[config.mk]
export PLATFORM = sky130hd
export DESIGN_NAME = hv_interlock_seq
export DESIGN_NICKNAME = d
export VERILOG_FILES = /design/src/rtl/hv_seq_pkg.sv /design/src/rtl/hv_tick_gen.sv /design/src/rtl/hv_delay_timer.sv /design/src/rtl/hv_interlock_seq.sv
export SDC_FILE = /design/constraint.sdc
export NUM_CORES = 1
export LEC_CHECK = 0
export BUFFER_PORTS_ARGS = -buffer_cell sky130_fd_sc_hd__buf_2
export CORE_MARGIN = 2
export CORE_UTILIZATION = 45
export CTS_BUF_LIST = sky130_fd_sc_hd__clkbuf_4
export CTS_CLUSTER_DIAMETER = 100
export CTS_CLUSTER_SIZE = 24
export DETAILED_ROUTE_END_ITERATION = 16
export GPL_ROUTABILITY_DRIVEN = 0
export PLACE_DENSITY = 0.69
export SLEW_MARGIN = 20
export SYNTH_ARGS = -nofsm -noshare
export SYNTH_HDL_FRONTEND = slang
export SYNTH_SLANG_ARGS = --single-unit
export TNS_END_PERCENT = 100
[constraint.sdc]
create_clock -name clk -period 2.4 [get_ports clk]
set_input_delay 0.12 -clock clk [delete_from_list [all_inputs] [get_ports clk]]
set_output_delay 0.12 -clock clk [all_outputs]
set_load 0.01 [all_outputs]
[src/rtl/hv_seq_pkg.sv]
package hv_seq_pkg;
    typedef enum logic [2:0] {
        ST_WARM    = 3'd0,
        ST_READY   = 3'd1,
        ST_GRID    = 3'd2,
        ST_SETTLE  = 3'd3,
        ST_SRST    = 3'd4,
        ST_RUN     = 3'd5,
        ST_TRIPPED = 3'd6
    } hv_step_e;

    typedef struct packed {
        hv_step_e step;
        logic     trip;
    } seq_state_t;

    localparam int NUM_TIMERS = 3;
    localparam int TMR_WARM   = 0;
    localparam int TMR_SETTLE = 1;
    localparam int TMR_RESET  = 2;
endpackage

[src/rtl/hv_tick_gen.sv]
module hv_tick_gen #(
    parameter int CLKS_PER_TICK = 100_000_000
) (
    input  logic clk,
    input  logic rst_n,
    output logic tick_o
);
    localparam int CW = (CLKS_PER_TICK > 1) ? $clog2(CLKS_PER_TICK) : 1;
    localparam logic [CW-1:0] LAST = CW'(CLKS_PER_TICK - 1);

    logic [CW-1:0] cnt_d, cnt_q;

    always_comb begin
        cnt_d = (cnt_q == LAST) ? '0 : cnt_q + 1'b1;
    end

    always_ff @(posedge clk or negedge rst_n) begin
        if (!rst_n) cnt_q <= '0;
        else        cnt_q <= cnt_d;
    end

    assign tick_o = (cnt_q == LAST);

    assert_tick_wrap_R2: assert property (@(posedge clk) disable iff (!rst_n)
        cnt_q <= LAST);
endmodule

[src/rtl/hv_delay_timer.sv]
module hv_delay_timer #(
    parameter int LIMIT = 2
) (
    input  logic clk,
    input  logic rst_n,
    input  logic run_i,
    input  logic tick_i,
    output logic done_o
);
    localparam int CW = $clog2(LIMIT + 1);
    localparam logic [CW-1:0] LAST = CW'(LIMIT);

    logic [CW-1:0] cnt_d, cnt_q;

    always_comb begin
        cnt_d = cnt_q;
        if (!run_i)                      cnt_d = '0;
        else if (tick_i && cnt_q < LAST) cnt_d = cnt_q + 1'b1;
    end

    always_ff @(posedge clk or negedge rst_n) begin
        if (!rst_n) cnt_q <= '0;
        else        cnt_q <= cnt_d;
    end

    assign done_o = run_i && (cnt_q == LAST);

    assert_timer_bound_R6: assert property (@(posedge clk) disable iff (!rst_n)
        cnt_q <= LAST);
    assert_timer_clear_R6: assert property (@(posedge clk) disable iff (!rst_n)
        !run_i |=> cnt_q == '0);
endmodule

[src/rtl/hv_interlock_seq.sv]
module hv_interlock_seq #(
    parameter int CLKS_PER_TICK = 100_000_000,
    parameter int WARM_TICKS    = 600,
    parameter int SETTLE_TICKS  = 2,
    parameter int RESET_TICKS   = 2
) (
    input  logic       clk,
    input  logic       rst_n,
    input  logic       door_closed_i,
    input  logic       filament_on_i,
    input  logic       cooling_ok_i,
    input  logic       bias_stable_i,
    input  logic       screen_trip_i,
    input  logic       grid_on_cmd_i,
    input  logic       grid_off_cmd_i,
    output logic       grid_ps_en_o,
    output logic       screen_rst_o,
    output logic       screen_en_o,
    output logic       hv_en_o,
    output logic [2:0] step_o,
    output logic       trip_latched_o
);
    import hv_seq_pkg::*;

    localparam int LIMITS [NUM_TIMERS] = '{WARM_TICKS, SETTLE_TICKS, RESET_TICKS};

    seq_state_t st_d, st_q;
    logic tick;
    logic [NUM_TIMERS-1:0] tmr_run, tmr_done;
    logic guard_ok, grid_stage;

    hv_tick_gen #(.CLKS_PER_TICK(CLKS_PER_TICK)) u_tick (
        .clk(clk), .rst_n(rst_n), .tick_o(tick)
    );

    assign tmr_run[TMR_WARM]   = (st_q.step == ST_WARM) && filament_on_i;
    assign tmr_run[TMR_SETTLE] = (st_q.step == ST_SETTLE);
    assign tmr_run[TMR_RESET]  = (st_q.step == ST_SRST);

    for (genvar g = 0; g < NUM_TIMERS; g++) begin : g_tmr
        hv_delay_timer #(.LIMIT(LIMITS[g])) u_tmr (
            .clk(clk), .rst_n(rst_n), .run_i(tmr_run[g]),
            .tick_i(tick), .done_o(tmr_done[g])
        );
    end

    assign guard_ok   = door_closed_i && filament_on_i && cooling_ok_i;
    assign grid_stage = (st_q.step == ST_GRID) || (st_q.step == ST_SETTLE) ||
                        (st_q.step == ST_SRST) || (st_q.step == ST_RUN);

    always_comb begin
        st_d = st_q;
        if (!filament_on_i) begin
            st_d.step = ST_WARM;
        end else begin
            case (st_q.step)
                ST_WARM: begin
                    if (tmr_done[TMR_WARM]) st_d.step = ST_READY;
                end
                ST_READY: begin
                    if (grid_off_cmd_i)
                        st_d.trip = 1'b0;
                    else if (grid_on_cmd_i && !st_q.trip && door_closed_i && cooling_ok_i)
                        st_d.step = ST_GRID;
                end
                ST_TRIPPED: begin
                    if (grid_off_cmd_i) begin
                        st_d.step = ST_READY;
                        st_d.trip = 1'b0;
                    end
                end
                default: begin
                    if (grid_off_cmd_i) begin
                        st_d.step = ST_READY;
                        st_d.trip = 1'b0;
                    end else if (screen_trip_i) begin
                        st_d.step = ST_TRIPPED;
                        st_d.trip = 1'b1;
                    end else if (!door_closed_i || !cooling_ok_i) begin
                        st_d.step = ST_READY;
                    end else if (st_q.step != ST_GRID && !bias_stable_i) begin
                        st_d.step = ST_GRID;
                    end else begin
                        case (st_q.step)
                            ST_GRID:   if (bias_stable_i)          st_d.step = ST_SETTLE;
                            ST_SETTLE: if (tmr_done[TMR_SETTLE])   st_d.step = ST_SRST;
                            ST_SRST:   if (tmr_done[TMR_RESET])    st_d.step = ST_RUN;
                            default:   st_d.step = st_q.step;
                        endcase
                    end
                end
            endcase
        end
    end

    always_ff @(posedge clk or negedge rst_n) begin
        if (!rst_n) st_q <= '{step: ST_WARM, trip: 1'b0};
        else        st_q <= st_d;
    end

    assign grid_ps_en_o   = grid_stage && guard_ok;
    assign screen_rst_o   = (st_q.step == ST_SRST) && guard_ok && bias_stable_i;
    assign screen_en_o    = (st_q.step == ST_RUN) && guard_ok && bias_stable_i;
    assign hv_en_o        = screen_en_o && !screen_trip_i;
    assign step_o         = st_q.step;
    assign trip_latched_o = st_q.trip;

    assert_hv_guarded_R1: assert property (@(posedge clk) disable iff (!rst_n)
        hv_en_o |-> (door_closed_i && filament_on_i && cooling_ok_i &&
                     bias_stable_i && !screen_trip_i && step_o == 3'd5));
    assert_warm_exit_R2: assert property (@(posedge clk) disable iff (!rst_n)
        (st_q.step == ST_WARM && st_d.step != ST_WARM) |-> tmr_done[TMR_WARM]);
    assert_rst_en_excl_R5: assert property (@(posedge clk) disable iff (!rst_n)
        $onehot0({screen_rst_o, screen_en_o}));
    assert_run_from_srst_R5: assert property (@(posedge clk) disable iff (!rst_n)
        (st_q.step != ST_RUN) ##1 (st_q.step == ST_RUN) |-> $past(st_q.step) == ST_SRST);
    assert_bias_fallback_R6: assert property (@(posedge clk) disable iff (!rst_n)
        ((st_q.step == ST_SETTLE || st_q.step == ST_SRST || st_q.step == ST_RUN) &&
         guard_ok && !grid_off_cmd_i && !screen_trip_i && !bias_stable_i)
        |=> st_q.step == ST_GRID);
    assert_trip_set_R7: assert property (@(posedge clk) disable iff (!rst_n)
        (grid_stage && filament_on_i && screen_trip_i && !grid_off_cmd_i) |=> trip_latched_o);
    assert_trip_hold_R8: assert property (@(posedge clk) disable iff (!rst_n)
        (trip_latched_o && !grid_off_cmd_i) |=> trip_latched_o);
    assert_no_grid_when_latched_R8: assert property (@(posedge clk) disable iff (!rst_n)
        (st_q.step == ST_READY && trip_latched_o) |=> st_q.step != ST_GRID);
endmodule

After elaboration in Yosys (flattened, before gate mapping)
Index checks and enable logic that the tools add are counted.

Bits of input ports: 9. Bits in latches: 0. Bits in read-only memories: 0. Output and inout bits: 8. Memory bits (writable): 0. Memories kept: 0. Word-level logic and storage cells: 94. Register bits after elaboration: 45.

Mux-type cells: 24. Eq/ne operators: 24. $mul: 0. Add/subtract/negate cells: 4. Bitwise gates (word level): 1. Shift operators: 0. Reduce and logical (&&, ||, !) cells: 32. Magnitude comparators: 3. Divide/modulo/power cells: 0.

Operator list (count): 2-to-1 mux 3 bit (10); adder 27 x 1 -> 27 bit, second input constant (1); == test 27 bit, second input constant (1); 2-to-1 mux 27 bit (1); 2-to-1 mux 10 bit (2); logical AND 1 bit (19); inequality test 9 bit, second input constant (2); case mux 3 bit (3 select lines) (2); adder 10 x 1 -> 10 bit, second input constant (1); == test 10 bit, second input constant (1); < comparator 10 bit, second input constant (1); inequality test 10 x 1 -> 1 bit, second input constant (1); inequality test 2 bit, second input constant (5); == test 3 bit, second input constant (3); inequality test 3 bit, second input constant (3); inequality test 9 x 6 -> 1 bit, second input constant (1); 2-to-1 mux 2 bit (4); 2-to-1 mux 4 bit (2); AND reduction 8 bit (1); == test 3 x 2 -> 1 bit, second input constant (2); inequality test 3 x 2 -> 1 bit, second input constant (2); logical NOT 1 bit (5); AND reduction 5 bit (1); adder 2 x 1 -> 2 bit, second input constant (2); 9 further kinds (15).

Logic depth before layout (Yosys ltp)
Gate-level depths: netlist of run 1.

Depth in word-level cells: 10. Mapped depth: 7. Depth with buffers taken out: 7.

Hierarchy
From an unflattened synthesis of run 1, not the netlist that was laid out.

Cell total of the unflattened synthesis: 274. Area total of the unflattened synthesis: 2607.5 µm².

Modules (own cells, without submodules): hv_tick_gen (instances 1, cells each 134, area an instance 1332.5 µm², seq. area each 675.6 µm²); hv_delay_timer at g_tmr[0].u_tmr (instances 1, cells each 58, area an instance 584.3 µm², seq. area each 250.2 µm²); hv_interlock_seq (instances 1, cells each 60, area an instance 465.4 µm², seq. area each 100.1 µm²); hv_delay_timer at g_tmr[1].u_tmr ... (instances 2, cells each 11, area an instance 112.6 µm², seq. area each 50.0 µm²).

Worst setup path before layout of run 1
Ideal clock, no wire load.

Path kind: flip-flop to flip-flop. Start: register u_tick.cnt_q[19]. End: register g_tmr[0].u_tmr.cnt_q[8]. Path buffers: 1. Data required time: 2.318 ns. Stages on the path, launching flop included: 7. Clock period less this slack: 2.136 ns. Setup time: 0.082 ns. Setup slack: 0.264 ns. Data arrival time: 2.054 ns. Cells stage by stage: dfrtp_1 or4_4 nor4_4 o2111ai_4 buf_6 or3_1 a21oi_1.

Cells in the longest elaborated chain, start to end: 3.

RTL lines: start, declared (line hv_tick_gen.sv:11) `logic [CW-1:0] cnt_d, cnt_q;`; start signal, assigned (line hv_tick_gen.sv:19) `else cnt_q <= cnt_d;`; == test 27 bit (line hv_tick_gen.sv:22) `assign tick_o = (cnt_q == LAST);`; logical AND 1 bit (line hv_delay_timer.sv:18) `else if (tick_i && cnt_q < LAST) cnt_d = cnt_q + 1'b1;`; inequality test 2 bit (no source line); end signal, assigned (line hv_delay_timer.sv:23) `else cnt_q <= cnt_d;`; end, declared (line hv_delay_timer.sv:13) `logic [CW-1:0] cnt_d, cnt_q;`.

No other way between the ends. A chain may end at the register's enable or synchronous reset.

Final worst setup path of run 1
Start: register u_tick.cnt_q[17]. End: register g_tmr[0].u_tmr.cnt_q[2].

Same word-level chain as after synthesis.

==> impl_metrics.tcl, run 1 <==
set metrics [dict create \
    fillers 520 \
    grt_pass1_vias 1999 \
    synth_edf_count 0 \
    grt_pass1_wl_um 9101 \
    worst_slew_pin_slew_ns 0.6399 \
    drt-total-wl_um 5526 \
    path_cells "or4_4 > nor4_4 > buf_4 > o2111ai_4 > or3_2 > a21oi_1" \
    setup_viol 0 \
    cts.sinks 45 \
    combPwrFrac_pct 4.3 \
    p_int_uw 891.1 \
    rows 27 \
    fin_ws_ns 0.07709 \
    arrival_ns 2.62 \
    synthesis.area_sq_um 2564 \
    portBuffers 16 \
    fmax_mhz 430.5 \
    syn_nets 292 \
    p_sw_share_pct 25.22 \
    synth_top_area_share_pct 43.92 \
    hpwl_um 3666 \
    clockBufferDepth 2 \
    grt_overflow 0 \
    finalSetupTns_ns 0 \
    coreArea_sq_um 5507 \
    vias 2161 \
    critPathCaptureType "register" \
    path_clk_slew_ns 0.14 \
    drive_above_1_share_pct 13.77 \
    power_uw 1192 \
    power_switching_uw 300.6 \
    ys_async_sr_fraction_pct 100.0 \
    ant_nets 0 \
    slew_viol_final 0 \
    path_max_fanout 8 \
    insertion_delay_ns 0.38 \
    final_cell_area_sq_um 2849 \
    post_synth.cell_area_avg_sq_um 9.222 \
    antenna-diode-count 0 \
    die_y_um 79.48 \
    max_stage_delay_ns 0.54 \
    drcViolationCount 0 \
    dr.pass1.iters 4 \
    p_clk_share_pct 31.3 \
    via_per_inst 5.732 \
    antenna_found_initial 0 \
    yosys.cell_types.count 50 \
    grtUsageTotal_pct 18.26 \
    routedWlPerCell_um 14.66 \
    start_util_pct 46.56 \
    num_io_pins 17 \
    hold_path.class "in2reg" \
    die_w_um 79.48 \
    place_area_sq_um 2729 \
    sequentialPowerShare_pct 64.3 \
    critical_path_class "reg2reg" \
    timing.final.crit_share_pct 96.79 \
    synthCells 278 \
    clock-skew-final_ns 0.008472 \
    cpMaxStageDelayCell "or4_4" \
    ys_ff_latch 45 \
    ys_warn_count 0 \
    dieArea_sq_um 6317 \
    vdd_drop_max_uv 244.4 \
    cts_tree "built" \
    dr.first_iter.drc_count 125 \
    cts_root_buffer "clkbuf_4" \
    worstPathRequired_ns 2.70 \
    cts-resized-gates 0 \
    synth_top_area_cell "dfrtp_1" \
    synth_flop_cell "dfrtp_1" \
    status "complete, no violations" \
    syn2layout_area_growth_pct 11.13 \
    h-tree-depth 2 \
    cts_buffers 5 \
    slew_headroom_pct 57.08 \
    power_density_nw_per_um2 418.3 \
    whs_ns 0.02446 \
    ys_seq_area_share_pct 43.92 \
    nets 318 \
    place_ws_ns 0.07375 \
    drv_cap 0 \
    period_needed_ns 2.323 \
    cellLeakagePower_uw 0.001227 \
    hold_violations 0 \
    grt_max_degree 46 \
    startpoint_type "register" \
    yosys-top-cells-area "dfrtp_1 (44%), xnor2_1 (4.8%), nor2_1 (4.1%)" \
]
[synth_stat cells, types with 2 or more instances]
cell / number
o21a_1: 3
nor4_1: 4
inv_1: 11
and2_1: 3
nand2_1: 22
nand3b_1: 3
a21oi_1: 10
a32o_1: 3
or3_1: 8
xor2_1: 8
and4_1: 3
a211oi_1: 2
clkbuf_1: 7
nor3_1: 10
o21ai_0: 14
a31oi_1: 6
nor2_1: 28
and3b_1: 3
and3_1: 6
nand3_1: 16
dfrtp_1: 45
nand4_1: 13
xnor2_1: 14
ha_1: 5
nor2b_1: 5
o211ai_1: 2
[routing by layer]
layer  track usage, %  vias up  routed length, um
met5                0        -                  0
met4            6.897        0                 77
met1            23.75     1043               2595
met2            29.08       42               2635
li1                 -     1067                  -
met3            4.864        9                217
[cells in the final DEF (no fill, tap or decap), types with 5 or more instances in the layout]
| master | netlist | layout |
|---|---|---|
| ha_1 | 5 | 5 |
| xor2_1 | 8 | 8 |
| nand3_1 | 16 | 16 |
| buf_2 | 1 | 15 |
| o21ai_0 | 14 | 14 |
| dfrtp_1 | 45 | 45 |
| nand4_1 | 13 | 13 |
| a31oi_1 | 6 | 6 |
| clkbuf_4 | 0 | 5 |
| or3_1 | 8 | 8 |
| nor2b_1 | 5 | 5 |
| a21oi_1 | 10 | 10 |
| buf_4 | 0 | 11 |
| nand2_1 | 22 | 22 |
| and3_1 | 6 | 6 |
| inv_1 | 11 | 11 |
| nor3_1 | 10 | 10 |
| nor2_1 | 28 | 28 |
| xnor2_1 | 14 | 14 |
[power groups by stage]
stage               registers (uW)  logic [uW]  clock network, uW
floorplan                      783        14.3                  0
global placement               781        50.7                  0
detailed placement             781        51.4                  0
CTS                            767        52.9                393
global route                   767        59.2                421
finish                         767        51.8                373
[flip-flops by register name, summed over array words and instances, names as in the netlist]
name,count
u_tick.cnt_q,27
g_tmr.u_tmr.cnt_q,14
step_o,3
trip_latched_o,1
[metrics by stage]
| stage | instances | utilization [%] |
|---|---|---|
| 3_3_place_gp | 362 | 49.56 |
| 2_1_floorplan | 278 | - |
| 6_report | 377 | 51.74 |
| 4_1_cts | 371 | 50.74 |
| 5_1_grt | 377 | 51.74 |
| 3_5_place_dp | 362 | 49.56 |
[what timing repair did]
item,in CTS,in global routing
hold endpoints to repair,45,0
buffers inserted,0,5
hold buffers,1,0
setup endpoints to repair,0,8
[worst paths after layout]
check | startpoint | to | slack (ns) | depth (start not counted)
setup / recovery | u_tick.cnt_q[17] | g_tmr[0].u_tmr.cnt_q[2] | 0.08 | 6
hold / removal | filament_on_i | step_o[0] | 0.02 | 2
hold reg to reg | u_tick.cnt_q[0] | u_tick.cnt_q[0] | 0.50 | 1
setup reg to reg | u_tick.cnt_q[17] | g_tmr[0].u_tmr.cnt_q[2] | 0.08 | 6
max in group asynchronous | rst_n | u_tick.cnt_q[18] | 1.74 | 2
min in group asynchronous | rst_n | g_tmr[0].u_tmr.cnt_q[3] | 0.25 | 2
[cell families after synthesis]
family / count (synthesis) / synth area share, %
DFF: 45 / 43.92
AOI/OAI and AO/OA: 49 / 13.03
muxes: 1 / 0.3904
adders and majority gates: 5 / 2.440
buffers and inverters: 20 / 3.270
and+or+nand+nor: 136 / 29.43
xor gates and xnor gates: 22 / 7.516
[layout make-up]
cell class / instances / area (sq um) / area share (%)
flip-flops and latches: 45 / 1126 / 39.53
well taps: 72 / 90.09 / 3.162
repair buffers: 27 / 167.7 / 5.885
multi-input cells: 214 / 1369 / 48.05
inverters: 11 / 41.29 / 1.449
clock buffers: 5 / 37.54 / 1.318
clock inverters: 3 / 17.52 / 0.6148
[critical path, delay by kind of cell (launching register included)]
| family | cells | cell delay (ns) |
|---|---|---|
| AOI/OAI and AO/OA | 2 | 0.35 |
| buffers and inverters | 1 | 0.19 |
| DFF | 1 | 0.45 |
| and+or+nand+nor | 3 | 1.26 |
No activity file was read; power rests on OpenSTA's default activity.
==> run 2, diff against run 1 <==
--- a/config.mk
+++ b/config.mk
@@ -13,7 +13,8 @@
 export CTS_CLUSTER_SIZE = 24
 export DETAILED_ROUTE_END_ITERATION = 16
 export GPL_ROUTABILITY_DRIVEN = 0
-export PLACE_DENSITY = 0.69
+export PLACE_DENSITY_LB_ADDON = 0.15
+export REMOVE_ABC_BUFFERS = 1
 export SLEW_MARGIN = 20
 export SYNTH_ARGS = -nofsm -noshare
 export SYNTH_HDL_FRONTEND = slang
==> constraint.sdc (replaced) <==
create_clock -name clk -period 2 [get_ports clk]
set_input_delay 0.1 -clock clk [delete_from_list [all_inputs] [get_ports clk]]
set_output_delay 0.1 -clock clk [all_outputs]
set_load 0.01 [all_outputs]
==> run 2 against run 1 <==
Net effect:
- the run now ends with setup timing left
- global-route usage rose by 0.81 points
- non-clock buffer count rose by 26
- routed wire length rose by 5.2%
- critical endpoint is now g_tmr[0].u_tmr.cnt_q[7]
==> impl_metrics.tcl, run 2 (synthesized netlist as in run 1, its figures left out) <==
set metrics [dict create \
    status "complete, but fails checks" \
    violations "setup timing" \
    num_io_pins 17 \
    critPathCaptureType "register" \
    layout_commonest_cell "dfrtp_1" \
    path_max_fanout 5 \
    hpwl_um 4021 \
    cts_buffers 5 \
    largest_register "u_tick.cnt_q" \
    antenna_found_initial 0 \
    cts_tree "built" \
    startpoint_type "register" \
    power_density_nw_per_um2 443.1 \
    setup_viol 17 \
    ant_nets 0 \
    h-tree-depth 2 \
    timing.final.crit_share_pct 107.8 \
    vdd_drop_max_uv 260.0 \
    largest_reg_flops 27 \
    nets 343 \
    start_util_pct 46.56 \
    syn2layout_area_growth_pct 25.28 \
    fmax_mhz 463.9 \
    reg2reg_from "u_tick.cnt_q[19]" \
    dieArea_sq_um 6317 \
    coreArea_sq_um 5507 \
    drv_cap 0 \
    grt_pass1_vias 2092 \
    rows 27 \
    hold_path.class "in2reg" \
    drive_above_1_share_pct 26.44 \
    dr.first_iter.drc_count 50 \
    dr.pass1.iters 4 \
    drt-met1-wl_um 2572 \
    drcViolationCount 0 \
    die_w_um 79.48 \
    fin_ws_ns -0.1558 \
    slew_viol_final 0 \
    routed.top_layer "met4" \
    insertion_delay_ns 0.36 \
    cp-startpoint "u_tick.cnt_q[19]" \
    hold_path.startpoint "filament_on_i" \
    clockBufferDepth 2 \
    final_cell_mix "dfrtp_1 (45), buf_4 (26), nand2_1 (22)" \
    worstPathRequired_ns 2.29 \
    worst_slew_pin_slew_ns 0.5513 \
    hold_violations 0 \
    cts_root_buffer "clkbuf_4" \
    die_y_um 79.48 \
    portBuffers 16 \
    whs_ns 0.03121 \
    critical_path_class "reg2reg" \
    drt-total-wl_um 5814 \
    routedWlPerCell_um 14.50 \
    arrival_ns 2.44 \
    path_clk_slew_ns 0.13 \
    grt_pass1_wl_um 9632 \
    rsz0062_at_grt "yes" \
    period_needed_ns 2.156 \
    place_ws_ns -0.2163 \
    grt_max_degree 24 \
    via_per_inst 5.646 \
    antenna-diode-count 0 \
    grtUsageTotal_pct 19.07 \
    vias 2264 \
    dr_wl_met3_um 217 \
    cts.sinks 45 \
    cellLeakagePower_uw 0.001388 \
    dr_wl_met2_um 2922 \
    fillers 492 \
    clock-skew-final_ns 0.01108 \
    grt_overflow 0 \
    slew_headroom_pct 63.13 \
]
[run 2: metal layers]
| layer | up-vias | GRT usage [%] |
|---|---|---|
| met5 | - | 0 |
| met3 | 10 | 3.507 |
| met1 | 1098 | 24.35 |
| met4 | 0 | 6.034 |
| met2 | 46 | 32.61 |
| li1 | 1110 | - |
[run 2: cell type report]
type                       count  area [sq um]  share of cell area, %
clock buffer                   6         45.04                  1.402
tap                           72         90.09                  2.805
timing repair buffer          53         429.2                  13.36
multi-input combinational    213          1476                  45.97
sequential                    45          1126                  35.06
clock inverter                 1         3.754                 0.1169
inverter                      11         41.29                  1.286
[run 2: timing repair]
action	in CTS	in global routing
setup buffers	6	1
gates resized for setup	14	31
endpoints found under the setup margin	24	32
gates cloned	0	1
hold buffers	1	0
pin swaps	18	18
endpoints found under the hold margin	22	0
[run 2: stage by stage]
step	setup TNS, ns	util (%)	cell area, sq um	cells	total power, uW
2_1_floorplan	-1.099	-	2521	269	956.8
3_3_place_gp	-0.6561	53.15	2927	385	1003
3_5_place_dp	-1.499	53.15	2927	385	1003
4_1_cts	-2.783	55.85	3075	399	1446
5_1_grt	-3.008	58.33	3212	401	1478
6_report	-1.395	58.33	3212	401	1423
[run 2: worst max-delay path, cell delays in order, from the launching register on]
cell	delay, ns
dfrtp_1	0.40
or4_4	0.54
nor4_4	0.30
o2111ai_4	0.19
buf_6	0.17
or3_4	0.32
a21oi_2	0.15
[run 2: final timing paths]
kind	to	slack (ns)	cells after the start
max reg2reg	g_tmr[0].u_tmr.cnt_q[7]	-0.16	6
min reg2reg	u_tick.cnt_q[0]	0.49	1
max in group asynchronous	u_tick.cnt_q[25]	1.25	3
min	step_o[0]	0.03	2
min in group asynchronous	g_tmr[0].u_tmr.cnt_q[3]	0.23	2
max	g_tmr[0].u_tmr.cnt_q[7]	-0.16	6
[run 2: power breakdown]
| group | leakage, uW | switching, uW | total (uW) | internal [uW] |
|---|---|---|---|---|
| logic | 0.000745 | 42.5 | 66.7 | 24.2 |
| registers | 0.000614 | 4.64 | 920 | 916 |
| clock network | 0.0000292 | 294 | 436 | 142 |
==> run 3, diff against run 2 <==
--- a/config.mk
+++ b/config.mk
@@ -5,7 +5,9 @@
 export SDC_FILE = /design/constraint.sdc
 export NUM_CORES = 1
 export LEC_CHECK = 0
+export ABC_AREA = 1
 export BUFFER_PORTS_ARGS = -buffer_cell sky130_fd_sc_hd__buf_2
+export CORE_ASPECT_RATIO = 1.2
 export CORE_MARGIN = 2
 export CORE_UTILIZATION = 45
 export CTS_BUF_LIST = sky130_fd_sc_hd__clkbuf_4
==> run 3 against run 2 <==
Net effect:
- the run now ends clean
- synthesized cell count up 53%
- final cell count rose by 33%
- core utilization decreased by 6.5 points
- clock power is 33% higher
- non-clock buffer count down 27
- synthesized area increased by 19%
- setup slack better by 0.40 ns
- register-to-register slack better by 0.40 ns
- fmax up 23%
- sequential cell count is the same
- count of clock-buffer cells in the layout shrank 1
- via count up 20%
- highest routed layer unchanged
==> impl_metrics.tcl, run 3 <==
set metrics [dict create \
    rows 32 \
    drt-total-wl_um 6593 \
    critPathCaptureType "register" \
    post_synth.cell_area_avg_sq_um 7.212 \
    period_needed_ns 1.754 \
    num_io_pins 17 \
    cts_hold_buf 1 \
    grtUsageTotal_pct 19.52 \
    synth_top_area_share_pct 36.82 \
    path_max_fanout 6 \
    hpwl_um 5112 \
    synth_edf_count 0 \
    clockBufferDepth 2 \
    grt_overflow 0 \
    synth_top_area_cell "dfrtp_1" \
    yosys-top-cells-area "dfrtp_1 (37%), nand2_1 (13%), nor2_1 (7.1%)" \
    slew_headroom_pct 65.44 \
    largest_register "u_tick.cnt_q" \
    fmax_mhz 570.0 \
    drv_cap 0 \
    drcViolationCount 0 \
    vias 2709 \
    dr.first_iter.drc_count 95 \
    grt_pass1_vias 2550 \
    critical_path_class "reg2reg" \
    synthesis.area_sq_um 3058 \
    place_inst 526 \
    cts_tree "built" \
    antenna-diode-count 0 \
    nets 463 \
    finalSetupTns_ns 0 \
    hold_path.class "in2reg" \
    cp-startpoint "u_tick.cnt_q[0]" \
    power_density_nw_per_um2 621.7 \
    cts.sinks 45 \
    portBuffers 16 \
    post_cts_buffers 0 \
    antenna_found_initial 0 \
    slew_viol_final 0 \
    dieArea_sq_um 7473 \
    routedWlPerCell_um 12.32 \
    final_cell_mix "nand2_1 (106), nor2_1 (58), inv_1 (49)" \
    yosys.cell_types.count 31 \
    ys_warn_count 0 \
    vdd_drop_max_uv 310.3 \
    cts_root_buffer "clkbuf_4" \
    largest_reg_flops 27 \
    yosys-top-cells-count "nand2_1 (106), nor2_1 (58), inv_1 (49)" \
    ys_async_sr_fraction_pct 100.0 \
    synthCells 424 \
    dr.pass1.iters 4 \
    ys_seq_area_share_pct 36.82 \
    hold_violations 0 \
    timing.final.crit_share_pct 87.72 \
    start_util_pct 47.15 \
    layout_commonest_cell "nand2_1" \
    arrival_ns 2.04 \
    setup_viol 0 \
    reg2reg_from "u_tick.cnt_q[0]" \
    synth_flop_cell "dfrtp_1" \
    yosysMostFrequentCell "nand2_1" \
    worstPathRequired_ns 2.28 \
    r2r-end "g_tmr[0].u_tmr.cnt_q[9]" \
    h-tree-depth 2 \
    insertion_delay_ns 0.37 \
    status "complete, no violations" \
    worst_slew_pin_slew_ns 0.5183 \
    crit_end "g_tmr[0].u_tmr.cnt_q[9]" \
    coreArea_sq_um 6486 \
    die_y_um 94.30 \
    syn2layout_area_growth_pct 9.984 \
    startpoint_type "register" \
    clock-skew-final_ns 0.01723 \
    drive_above_1_share_pct 16.89 \
    die_w_um 79.25 \
    grt_pass1_wl_um 11600 \
    cellLeakagePower_uw 0.001657 \
    stdcell_count 535 \
    rsz0062_at_grt "no" \
    cts-resized-gates 0 \
    cts_buffers 5 \
    grt_max_degree 27 \
    ant_nets 0 \
    fillers 649 \
    worstRegToRegCells 11 \
    via_per_inst 5.064 \
    path_clk_slew_ns 0.15 \
    reg2reg_slack_ns 0.25 \
    ys_ff_latch 45 \
]
-- run 3: cell count changes in the layout (fill, tap and decap cells not counted), moves of 8 or more --
cell     delta
nand2_1    +84
buf_4      -18
nand3_2    +12
inv_1      +38
inv_2      +10
nand3_1    +17
xnor2_1    -10
xor2_1     +10
nor2_1     +42
a21oi_1     +8
-- run 3: worst min-delay path by stage --
stage	from	cells after the start	slack (ns)	to
after floorplan	rst_n	0	-0.20	g_tmr[0].u_tmr.cnt_q[0]
after global placement	rst_n	1	0.11	g_tmr[0].u_tmr.cnt_q[7]
after detailed placement	rst_n	1	0.11	g_tmr[0].u_tmr.cnt_q[4]
after CTS	filament_on_i	3	0.07	step_o[1]
after global routing	filament_on_i	3	0.09	step_o[1]
final	filament_on_i	3	0.08	step_o[1]
-- run 3: where the power goes --
part	switching (uW)	internal (uW)	total (uW)
clock	317	265	582
combinational	347	164	511
sequential	56.8	940	997
total	721	1370	2090
-- run 3: worst max-delay path, stage by stage (launching register included) --
cell and delay, ns:
dfrtp_1 0.44, ha_1 0.22, nand2_2 0.08, nor2_4 0.16, nand2_4 0.10, clkinv_4 0.07, nand2_4 0.06, inv_2 0.05
nand3_2 0.16, buf_4 0.23, nand3_2 0.06, nand2_1 0.05
-- run 3: final cells by class --
class / instances / area [sq um] / share of cell area [%]
multi-input cells: 310 / 1643 / 48.85
flip-flops and latches: 45 / 1126 / 33.48
inverters: 61 / 234.0 / 6.957
repair buffers: 26 / 170.2 / 5.060
well taps: 85 / 106.4 / 3.162
clock inverters: 3 / 46.29 / 1.376
clock buffers: 5 / 37.54 / 1.116
-- run 3: cells by family after synthesis --
logic type | Yosys count | synth area share, %
AOI/OAI and AO/OA | 24 | 4.051
xor gates and xnor gates | 21 | 6.015
adders and majority gates | 5 | 2.046
buffers and inverters | 69 | 9.452
DFF | 45 | 36.82
and+or+nand+nor | 260 | 41.61
-- run 3: routing by layer --
metal  up-vias  global-route usage [%]  share of wire [%]
met5         -                       0                  0
met4         0                   6.466                2.1
met3        14                   2.981                2.9
met2        49                   34.18                 50
met1      1250                   24.53                 45
li1       1396                       -                  -
-- run 3: per-stage QoR --
| stage | hold WS (ns) | setup slack, ns | power, uW | area [sq um] | util [%] |
|---|---|---|---|---|---|
| 6_report | 0.07896 | 0.2456 | 2091 | 3363 | 51.85 |
| 4_1_cts | 0.06615 | 0.2317 | 2118 | 3363 | 51.85 |
| 2_1_floorplan | -0.1956 | 0.3201 | 1346 | 3003 | - |
| 3_3_place_gp | 0.1055 | 0.3086 | 1521 | 3269 | 50.41 |
| 3_5_place_dp | 0.1106 | 0.2361 | 1521 | 3269 | 50.41 |
| 5_1_grt | 0.09003 | 0.1259 | 2227 | 3363 | 51.85 |
